File: src/rtl/zio_pkg.sv
package zio_pkg;

  // Function group index taken from address bits [3:1] inside the window
  localparam int GRP_MODE   = 0;
  localparam int GRP_CLKALT = 1;
  localparam int GRP_CLKBAS = 2;
  localparam int GRP_STATUS = 3;
  localparam int GRP_SVC    = 4;
  localparam int GRP_SYS    = 5;
  localparam int GRP_COUNT  = 8;

  // Internal strobe bundle, active high
  typedef struct packed {
    logic win;
    logic mode_wr;
    logic clk_alt;
    logic clk_base;
    logic stat_rd;
    logic svc;
    logic sys;
  } strobe_t;

endpackage

File: src/rtl/zio_port_decode.sv
module zio_port_decode
  import zio_pkg::*;
#(
  parameter int              PORT_W  = 8,
  parameter logic [3:0]      WIN_NIB = 4'h6,
  parameter int              HI_W    = 3,
  parameter logic [HI_W-1:0] HI_TAG  = '1
) (
  input  logic [PORT_W-1:0] port,
  input  logic              iorq_n,
  input  logic              m1_n,
  input  logic              rd_n,
  input  logic              wr_n,
  output strobe_t           stb,
  output logic              hi_hit
);

  localparam int SEL_W = $clog2(GRP_COUNT);

  logic                 io_cyc;
  logic                 win;
  logic [GRP_COUNT-1:0] grp;

  // A genuine I/O cycle: request low and not an interrupt acknowledge
  assign io_cyc = !iorq_n && m1_n;
  assign win    = io_cyc && (port[PORT_W-1 -: 4] == WIN_NIB);

  // One group select per pair of ports
  generate
    for (genvar g = 0; g < GRP_COUNT; g++) begin : g_grp
      assign grp[g] = win && (port[SEL_W:1] == SEL_W'(g));
    end
  endgenerate

  logic unused_grp;
  assign unused_grp = ^grp[GRP_COUNT-1:GRP_SYS+1];

  always_comb begin
    stb          = '0;
    stb.win      = win;
    stb.mode_wr  = grp[GRP_MODE]   && !wr_n;
    stb.clk_alt  = grp[GRP_CLKALT] && !wr_n;
    stb.clk_base = grp[GRP_CLKBAS] && !wr_n;
    stb.stat_rd  = grp[GRP_STATUS] && !rd_n;
    stb.svc      = grp[GRP_SVC];
    stb.sys      = grp[GRP_SYS];
  end

  assign hi_hit = io_cyc && (port[PORT_W-1 -: HI_W] == HI_TAG);

endmodule

File: src/rtl/zio_mode_reg.sv
module zio_mode_reg #(
  parameter int DATA_W = 8
) (
  input  logic              clk,
  input  logic              rst_n,
  input  logic              load,
  input  logic [DATA_W-1:0] data_i,
  input  logic              alt_req,
  input  logic              base_req,
  output logic [DATA_W-1:0] mode_q,
  output logic              clk_sel_q
);

  logic [DATA_W-1:0] mode_d;
  logic              mode_en;
  logic              sel_d;
  logic              sel_en;

  // Next-state logic
  always_comb begin
    mode_en = load;
    mode_d  = data_i;
    sel_en  = alt_req || base_req;
    sel_d   = alt_req;
  end

  // Registers
  always_ff @(posedge clk or negedge rst_n) begin
    if (!rst_n) begin
      mode_q    <= '0;
      clk_sel_q <= 1'b0;
    end else begin
      if (mode_en) mode_q    <= mode_d;
      if (sel_en)  clk_sel_q <= sel_d;
    end
  end

endmodule

File: src/rtl/zio_wait_gen.sv
module zio_wait_gen (
  input  logic clk,
  input  logic rst_n,
  input  logic enable,
  input  logic hit,
  input  logic iorq_n,
  input  logic rel_n,
  output logic wait_q
);

  logic served_q;
  logic served_d;
  logic wait_d;
  logic set_c;
  logic clr_c;

  // Set/reset latch with a once-per-bus-cycle guard
  always_comb begin
    set_c    = enable && hit && !served_q && !wait_q;
    clr_c    = wait_q && rel_n;
    wait_d   = wait_q;
    if (set_c)      wait_d = 1'b1;
    else if (clr_c) wait_d = 1'b0;
    served_d = served_q;
    if (iorq_n)     served_d = 1'b0;
    else if (set_c) served_d = 1'b1;
  end

  always_ff @(posedge clk or negedge rst_n) begin
    if (!rst_n) begin
      wait_q   <= 1'b0;
      served_q <= 1'b0;
    end else begin
      wait_q   <= wait_d;
      served_q <= served_d;
    end
  end

endmodule

File: src/rtl/zio_ctrl.sv
module zio_ctrl
  import zio_pkg::*;
#(
  parameter int ADDR_W   = 16,
  parameter int PORT_W   = 8,
  parameter int DATA_W   = 8,
  parameter int BANK_W   = 5,
  parameter int WAIT_BIT = 5
) (
  input  logic              clk,
  input  logic              rst_n,
  input  logic [ADDR_W-1:0] bus_addr,
  input  logic [DATA_W-1:0] bus_data_i,
  output logic [DATA_W-1:0] bus_data_o,
  output logic              bus_data_oe,
  input  logic              iorq_n,
  input  logic              m1_n,
  input  logic              rd_n,
  input  logic              wr_n,
  input  logic              ctl_rel_n,
  output logic              io_win_n,
  output logic              mode_wr_n,
  output logic              clk_alt_n,
  output logic              clk_base_n,
  output logic              stat_rd_n,
  output logic              svc_req_n,
  output logic              sys_req_n,
  output logic [BANK_W-1:0] mem_bank,
  output logic              wait_n
);

  localparam int RST_STAGES = 2;

  // Reset: asserted asynchronously, released on the clock
  logic [RST_STAGES-1:0] rst_pipe;
  logic                  rst_sync_n;

  always_ff @(posedge clk or negedge rst_n) begin
    if (!rst_n) rst_pipe <= '0;
    else        rst_pipe <= {rst_pipe[RST_STAGES-2:0], 1'b1};
  end
  assign rst_sync_n = rst_pipe[RST_STAGES-1];

  logic unused_addr;
  assign unused_addr = ^bus_addr[ADDR_W-1:PORT_W];

  strobe_t           stb;
  logic              hi_hit;
  logic [DATA_W-1:0] mode_q;
  logic              clk_sel_q;
  logic              wait_q;

  zio_port_decode #(
    .PORT_W (PORT_W)
  ) u_dec (
    .port   (bus_addr[PORT_W-1:0]),
    .iorq_n (iorq_n),
    .m1_n   (m1_n),
    .rd_n   (rd_n),
    .wr_n   (wr_n),
    .stb    (stb),
    .hi_hit (hi_hit)
  );

  zio_mode_reg #(
    .DATA_W (DATA_W)
  ) u_mode (
    .clk       (clk),
    .rst_n     (rst_sync_n),
    .load      (stb.mode_wr),
    .data_i    (bus_data_i),
    .alt_req   (stb.clk_alt),
    .base_req  (stb.clk_base),
    .mode_q    (mode_q),
    .clk_sel_q (clk_sel_q)
  );

  zio_wait_gen u_wait (
    .clk    (clk),
    .rst_n  (rst_sync_n),
    .enable (mode_q[WAIT_BIT]),
    .hit    (hi_hit),
    .iorq_n (iorq_n),
    .rel_n  (ctl_rel_n),
    .wait_q (wait_q)
  );

  // Active-low strobe outputs
  assign io_win_n   = !stb.win;
  assign mode_wr_n  = !stb.mode_wr;
  assign clk_alt_n  = !stb.clk_alt;
  assign clk_base_n = !stb.clk_base;
  assign stat_rd_n  = !stb.stat_rd;
  assign svc_req_n  = !stb.svc;
  assign sys_req_n  = !stb.sys;

  assign mem_bank   = mode_q[BANK_W-1:0];
  assign wait_n     = !wait_q;

  // Status word: clock-select flag on top, mode bits below
  assign bus_data_oe = stb.stat_rd;
  assign bus_data_o  = stb.stat_rd ? {clk_sel_q, mode_q[DATA_W-2:0]} : '0;

endmodule

File: config.mk
export PLATFORM = sky130hd
export DESIGN_NAME = zio_ctrl
export DESIGN_NICKNAME = d
export VERILOG_FILES = /design/src/rtl/zio_pkg.sv /design/src/rtl/zio_port_decode.sv /design/src/rtl/zio_mode_reg.sv /design/src/rtl/zio_wait_gen.sv /design/src/rtl/zio_ctrl.sv
export SDC_FILE = /design/constraint.sdc
export NUM_CORES = 1
export LEC_CHECK = 0
export ABC_AREA = 1
export BUFFER_PORTS_ARGS = -buffer_cell sky130_fd_sc_hd__buf_2
export CORE_MARGIN = 4
export CORE_UTILIZATION = 40
export CTS_BUF_LIST = sky130_fd_sc_hd__clkbuf_16
export CTS_CLUSTER_SIZE = 16
export DETAILED_ROUTE_END_ITERATION = 10
export PLACE_DENSITY = 0.77
export SLEW_MARGIN = 20
export SYNTH_ARGS = -nofsm -noshare
export SYNTH_HDL_FRONTEND = slang
export SYNTH_SLANG_ARGS = --single-unit
File: constraint.sdc
create_clock -name clk -period 1.32 [get_ports clk]
set_input_delay 0.264 -clock clk [delete_from_list [all_inputs] [get_ports clk]]
set_output_delay 0.264 -clock clk [all_outputs]
set_load 0.01 [all_outputs]
== Word-level counts from Yosys, hierarchy flattened ==
Index checks and enable logic that the tools add are counted.

* Bits in registers: 12
* Input bits: 31

* Reduce and logical (&&, ||, !) cells: 33
* Equality and inequality tests: 7
* Muxes and demuxes: 5

{| class="wikitable"
|+ Operator list
! kind !! number
|-
| $logic_and 1x1->1 || 17
|-
| $logic_not 1->1 || 12
|-
| $eq 3x3->1 const B || 3
|-
| $mux 8 || 1
|-
| $eq 3x2->1 const B || 2
|-
| $eq 4x3->1 const B || 1
|-
| $mux 1 || 4
|-
| $reduce_bool 2->1 || 2
|-
| $eq 3x1->1 const B || 1
|-
| $logic_not 3->1 || 1
|-
| $logic_or 1x1->1 || 1
|}

== Depth between registers and ports, before layout ==
* Depth in word-level cells: 8
* Depth in mapped cells: 6
* Depth with buffers taken out: 6

== By module ==
A second synthesis with hierarchy kept.

* Cell total of the unflattened synthesis: 104
* Area total of the unflattened synthesis: 719.4 µm²

{| class="wikitable"
|+ Modules (own cells, without submodules)
! module !! cells each !! area each (µm²) !! times used
|-
| zio_mode_reg || 39 || 345.3 || 1
|-
| zio_ctrl || 28 || 155.1 || 1
|-
| zio_port_decode || 26 || 130.1 || 1
|-
| zio_wait_gen || 11 || 88.8 || 1
|}

== Worst setup path after synthesis ==
OpenSTA, ideal clock, no wires.

* Kind: input port to output port
* From: in bus_addr[5]
* To: out bus_data_o[0]
* Path buffers: 0
* Stages on the path: 4
* Arrival: 904 ps
* Data required time: 1056 ps
* Slack: 152 ps
* Cells stage by stage: nand2_2 nor2_8 nand2_4 nor3_1

* Cells in the longest elaborated chain, start to end: 5

{| class="wikitable"
|+ Ends and longest elaborated chain
! element !! RTL line !! RTL
|-
| start: declaration || zio_ctrl.sv:12 || <nowiki>input logic [ADDR_W-1:0] bus_addr,</nowiki>
|-
| $eq 4x3->1 || zio_port_decode.sv:26 || <nowiki>assign win = io_cyc && (port[PORT_W-1 -: 4] == WIN_NIB);</nowiki>
|-
| $logic_and 1x1->1 || zio_port_decode.sv:26 ||
|-
| $logic_and 1x1->1 || zio_port_decode.sv:31 || <nowiki>assign grp[g] = win && (port[SEL_W:1] == SEL_W'(g));</nowiki>
|-
| $logic_and 1x1->1 || zio_port_decode.sv:44 || <nowiki>stb.stat_rd = grp[GRP_STATUS] && !rd_n;</nowiki>
|-
| $mux 8 || zio_ctrl.sv:102 || <nowiki>assign bus_data_o = stb.stat_rd ? {clk_sel_q, mode_q[DATA_W-2:0]} : '0;</nowiki>
|-
| end: declaration || zio_ctrl.sv:14 || <nowiki>output logic [DATA_W-1:0] bus_data_o,</nowiki>
|}

Every way passes these cells.

== Final worst setup path ==
* From: in bus_addr[7]
* To: out sys_req_n

* Cells in the longest elaborated chain, start to end: 4

{| class="wikitable"
|+ Ends and longest elaborated chain
! element !! RTL line !! RTL
|-
| $eq 4x3->1 || zio_port_decode.sv:26 ||
|-
| $logic_and 1x1->1 || zio_port_decode.sv:26 ||
|-
| $logic_and 1x1->1 || zio_port_decode.sv:31 ||
|-
| $logic_not 1->1 || zio_ctrl.sv:95 || <nowiki>assign sys_req_n = !stb.sys;</nowiki>
|-
| end: declaration || zio_ctrl.sv:27 || <nowiki>output logic sys_req_n,</nowiki>
|}

Every way passes these cells.

==> metrics.md <==
| Metric | Value |
|---|---|
| Outcome | complete, no violations |
| Crit path max fanout | 8 |
| Core Area | 0.00180 mm² |
| Yosys cell types | 21 |
| DR iter-0 viols | 11 |
| Wire per inst | 12.7 µm |
| Switching share of total power | 22.8% |
| Pwr Total | 1.09 mW |
| Most common cell after layout, fill and taps aside | buf_2 |
| Fin Hold WS | 0.168 ns |
| Residual DRC | 0 |
| CP Launch Type | input port |
| Max Freq | 768 MHz |
| DR vias/cell | 4.79 |
| Clk Latency, worst-skew pair | 0.24 ns |
| Final setup viols | 0 |
| Vias in the first global route | 711 |
| Setup crit end kind | primary output |
| Slowest stage cell, crit path | nor2_4 |
| CTS tree | done |
| Final Cycle Share | 98.6% |
| CP cell instances | buf_2, nor2_4, buf_6, nand4_1, buf_2 |
| Die area | 0.00277 mm² |
| Flop pwr share | 35.9% |
| DRT antenna net count | 0 |
| GP Congestion | 0.762 |
| Post-synthesis net count | 125 |
| Deepest clock path buffer count | 2 |
| Fin nets | 176 |
| Hold Crit Class | reg2async |
| Fillcell total | 148 |
| Part of the power in the clock network | 50.5% |
| Rows | 15 |
| Final Hold Vio Count | 0 |
| Cells after Synth | 94 |
| Die H | 52.7 µm |
| Avg Cell Area, Syn | 8.49 µm² |
| Area Growth Syn to Fin | 53.8% |
| Die outline width | 52.7 µm |
| Mapped Area | 798 µm² |
| Worst Path Arrival | 1.04 ns |
| CTS root buffer | clkbuf_16 |
| Layout cell share with drive strength beyond 1 | 55.6% |
| Clock transition at the registers of the reported paths | 0.04 ns |
| Comb power frac | 13.5% |
| Post-DP HPWL | 1610 µm |
| CTS Buf Count | 3 |
| Pwr Density | 887 mW/mm² |
| RSZ-0062 raised after global routing | yes |
| Critical Setup Path Class | in2out |
| Worst setup margin | 0.0187 ns |
| Final worst clock skew | 0.00277 ns |
| Worst slack, placed | -0.0973 ns |
| Leak | 0.637 nW |
| Slew Viols, Final | 0 |
| First-pass GRT wire length | 3080 µm |
| Gr usage total | 15.3% |
| Remaining Overflow, GRT | 0 |
| Starting Density | 44.3% |
| Worst path most repeated cell | buf_2 |
| Vias | 810 |
| Sw power | 248 µW |
| Count of port buffers added during placement | 42 |
| Max cap viols | 0 |
| Critical path required time | 1.06 ns |
| Sequential element share of the synthesized area | 37.6% |
| Min Tclk post-route | 1.30 ns |
| Initial DRT Pass Iterations | 4 |
| Sink Count | 12 |
| Largest net degree at the start of global routing | 14 |
| Drt total wl | 2140 µm |
| Slowest stage delay, CP | 0.20 ns |
| Antenna violations before repair | 0 |
| Ant diodes | 0 |
| Most frequent cells in the layout | 40 x buf_2, 20 x nand2_1, 12 x inv_1, 12 x dfrtp_1, 8 x nand4_1 |
| # IOs | 53 |
| Level count of the clock H-tree | 1 |
| VDD IR max | 0.571 mV |
| Register bit total from synthesis | 12 |
| Yosys warns | 0 |
| Internal power | 841 µW |
| Final setup TNS | 0 ns |
==> logic make-up after synthesis <==
| kind of cell | Yosys count | share of synthesized area, % |
|---|---|---|
| buf+inv | 24 | 16.6 |
| other cells | 1 | 0.470 |
| compound gates | 2 | 1.25 |
| simple gates | 55 | 44.0 |
| flops | 12 | 37.6 |
==> stage by stage <==
stage	cells	instance area, µm²	utilization, %
after floorplan	94	798	-
after global placement	160	1030	57.1
after detailed placement	160	1030	57.1
after CTS	165	1130	62.6
after global routing	169	1230	68.1
final	169	1230	68.1
==> worst max-delay path: cells and delay by family <==
| family | cells | cell delay, ns |
|---|---|---|
| buf+inv | 3 | 0.46 |
| simple gates | 2 | 0.31 |
==> what timing repair did <==
| item | 4_1_cts | 5_1_grt |
|---|---|---|
| hold buffers | 1 | 0 |
| pin swaps | 1 | 3 |
| resized for setup | 2 | 15 |
| cloned | 0 | 1 |
| setup endpoints to repair | 9 | 10 |
| buffers inserted | 0 | 3 |
| endpoints found under the hold margin | 2 | 0 |
==> Yosys cell counts, drive strengths merged <==
cell    n  area, µm²
o21ai   1       5.00
nand3   4       37.5
buf     7       68.8
dfrtp  12        300
inv    17       63.8
nand2  25        121
a21oi   1       5.00
nor3    8       40.0
conb    1       3.75
nand4   9       71.3
nor2    9       81.3
==> flip-flops by register name (all words and copies together), names as in the netlist <==
signal,flops
u_wait.served_q,1
u_wait.wait_q,1
u_mode.clk_sel_q,1
rst_pipe,2
u_mode.mode_q,7
==> cell type report <==
cell class / instances / area, µm² / area share (%)
repair buffers: 52 / 317 / 25.8
clock buffers: 3 / 75.1 / 6.12
flip-flops and latches: 12 / 300 / 24.5
clock inverters: 1 / 3.75 / 0.306
multi-input cells: 59 / 437 / 35.6
well taps: 25 / 31.3 / 2.55
inverters: 17 / 63.8 / 5.20
==> path summary, 6_finish.rpt <==
| path | depth (start not counted) | startpoint | endpoint | slack (ns) |
|---|---|---|---|---|
| min in group clk | 2 | iorq_n | u_wait.served_q | 0.20 |
| min reg2reg | 0 | rst_pipe[1] | u_mode.clk_sel_q | 0.17 |
| max | 5 | bus_addr[7] | sys_req_n | 0.02 |
| min | 0 | rst_pipe[1] | u_mode.clk_sel_q | 0.17 |
| max in group asynchronous | 0 | rst_pipe[1] | u_mode.mode_q[1] | 0.86 |
| max reg2reg | 5 | u_wait.wait_q | u_wait.served_q | 0.47 |
==> power groups by stage <==
| stage | Sequential [mW] | Clock [mW] | Combinational (mW) |
|---|---|---|---|
| final | 0.391 | 0.551 | 0.147 |
| after global routing | 0.393 | 0.591 | 0.158 |
| after CTS | 0.392 | 0.566 | 0.125 |
| after detailed placement | 0.397 | 0 | 0.119 |
| after global placement | 0.396 | 0 | 0.115 |
| after floorplan | 0.393 | 0 | 0.0696 |
==> layer usage <==
layer	share of wire (%)	global-route usage (%)	wire, µm	vias to the layer above
met4	2.0	8.94	42	0
li1	-	-	-	396
met5	0	0	0	-
met2	52	28.7	1120	32
met3	6.5	2.28	139	4
met1	39	15.7	840	378
Note: power is estimated with default switching activity, not from simulation.
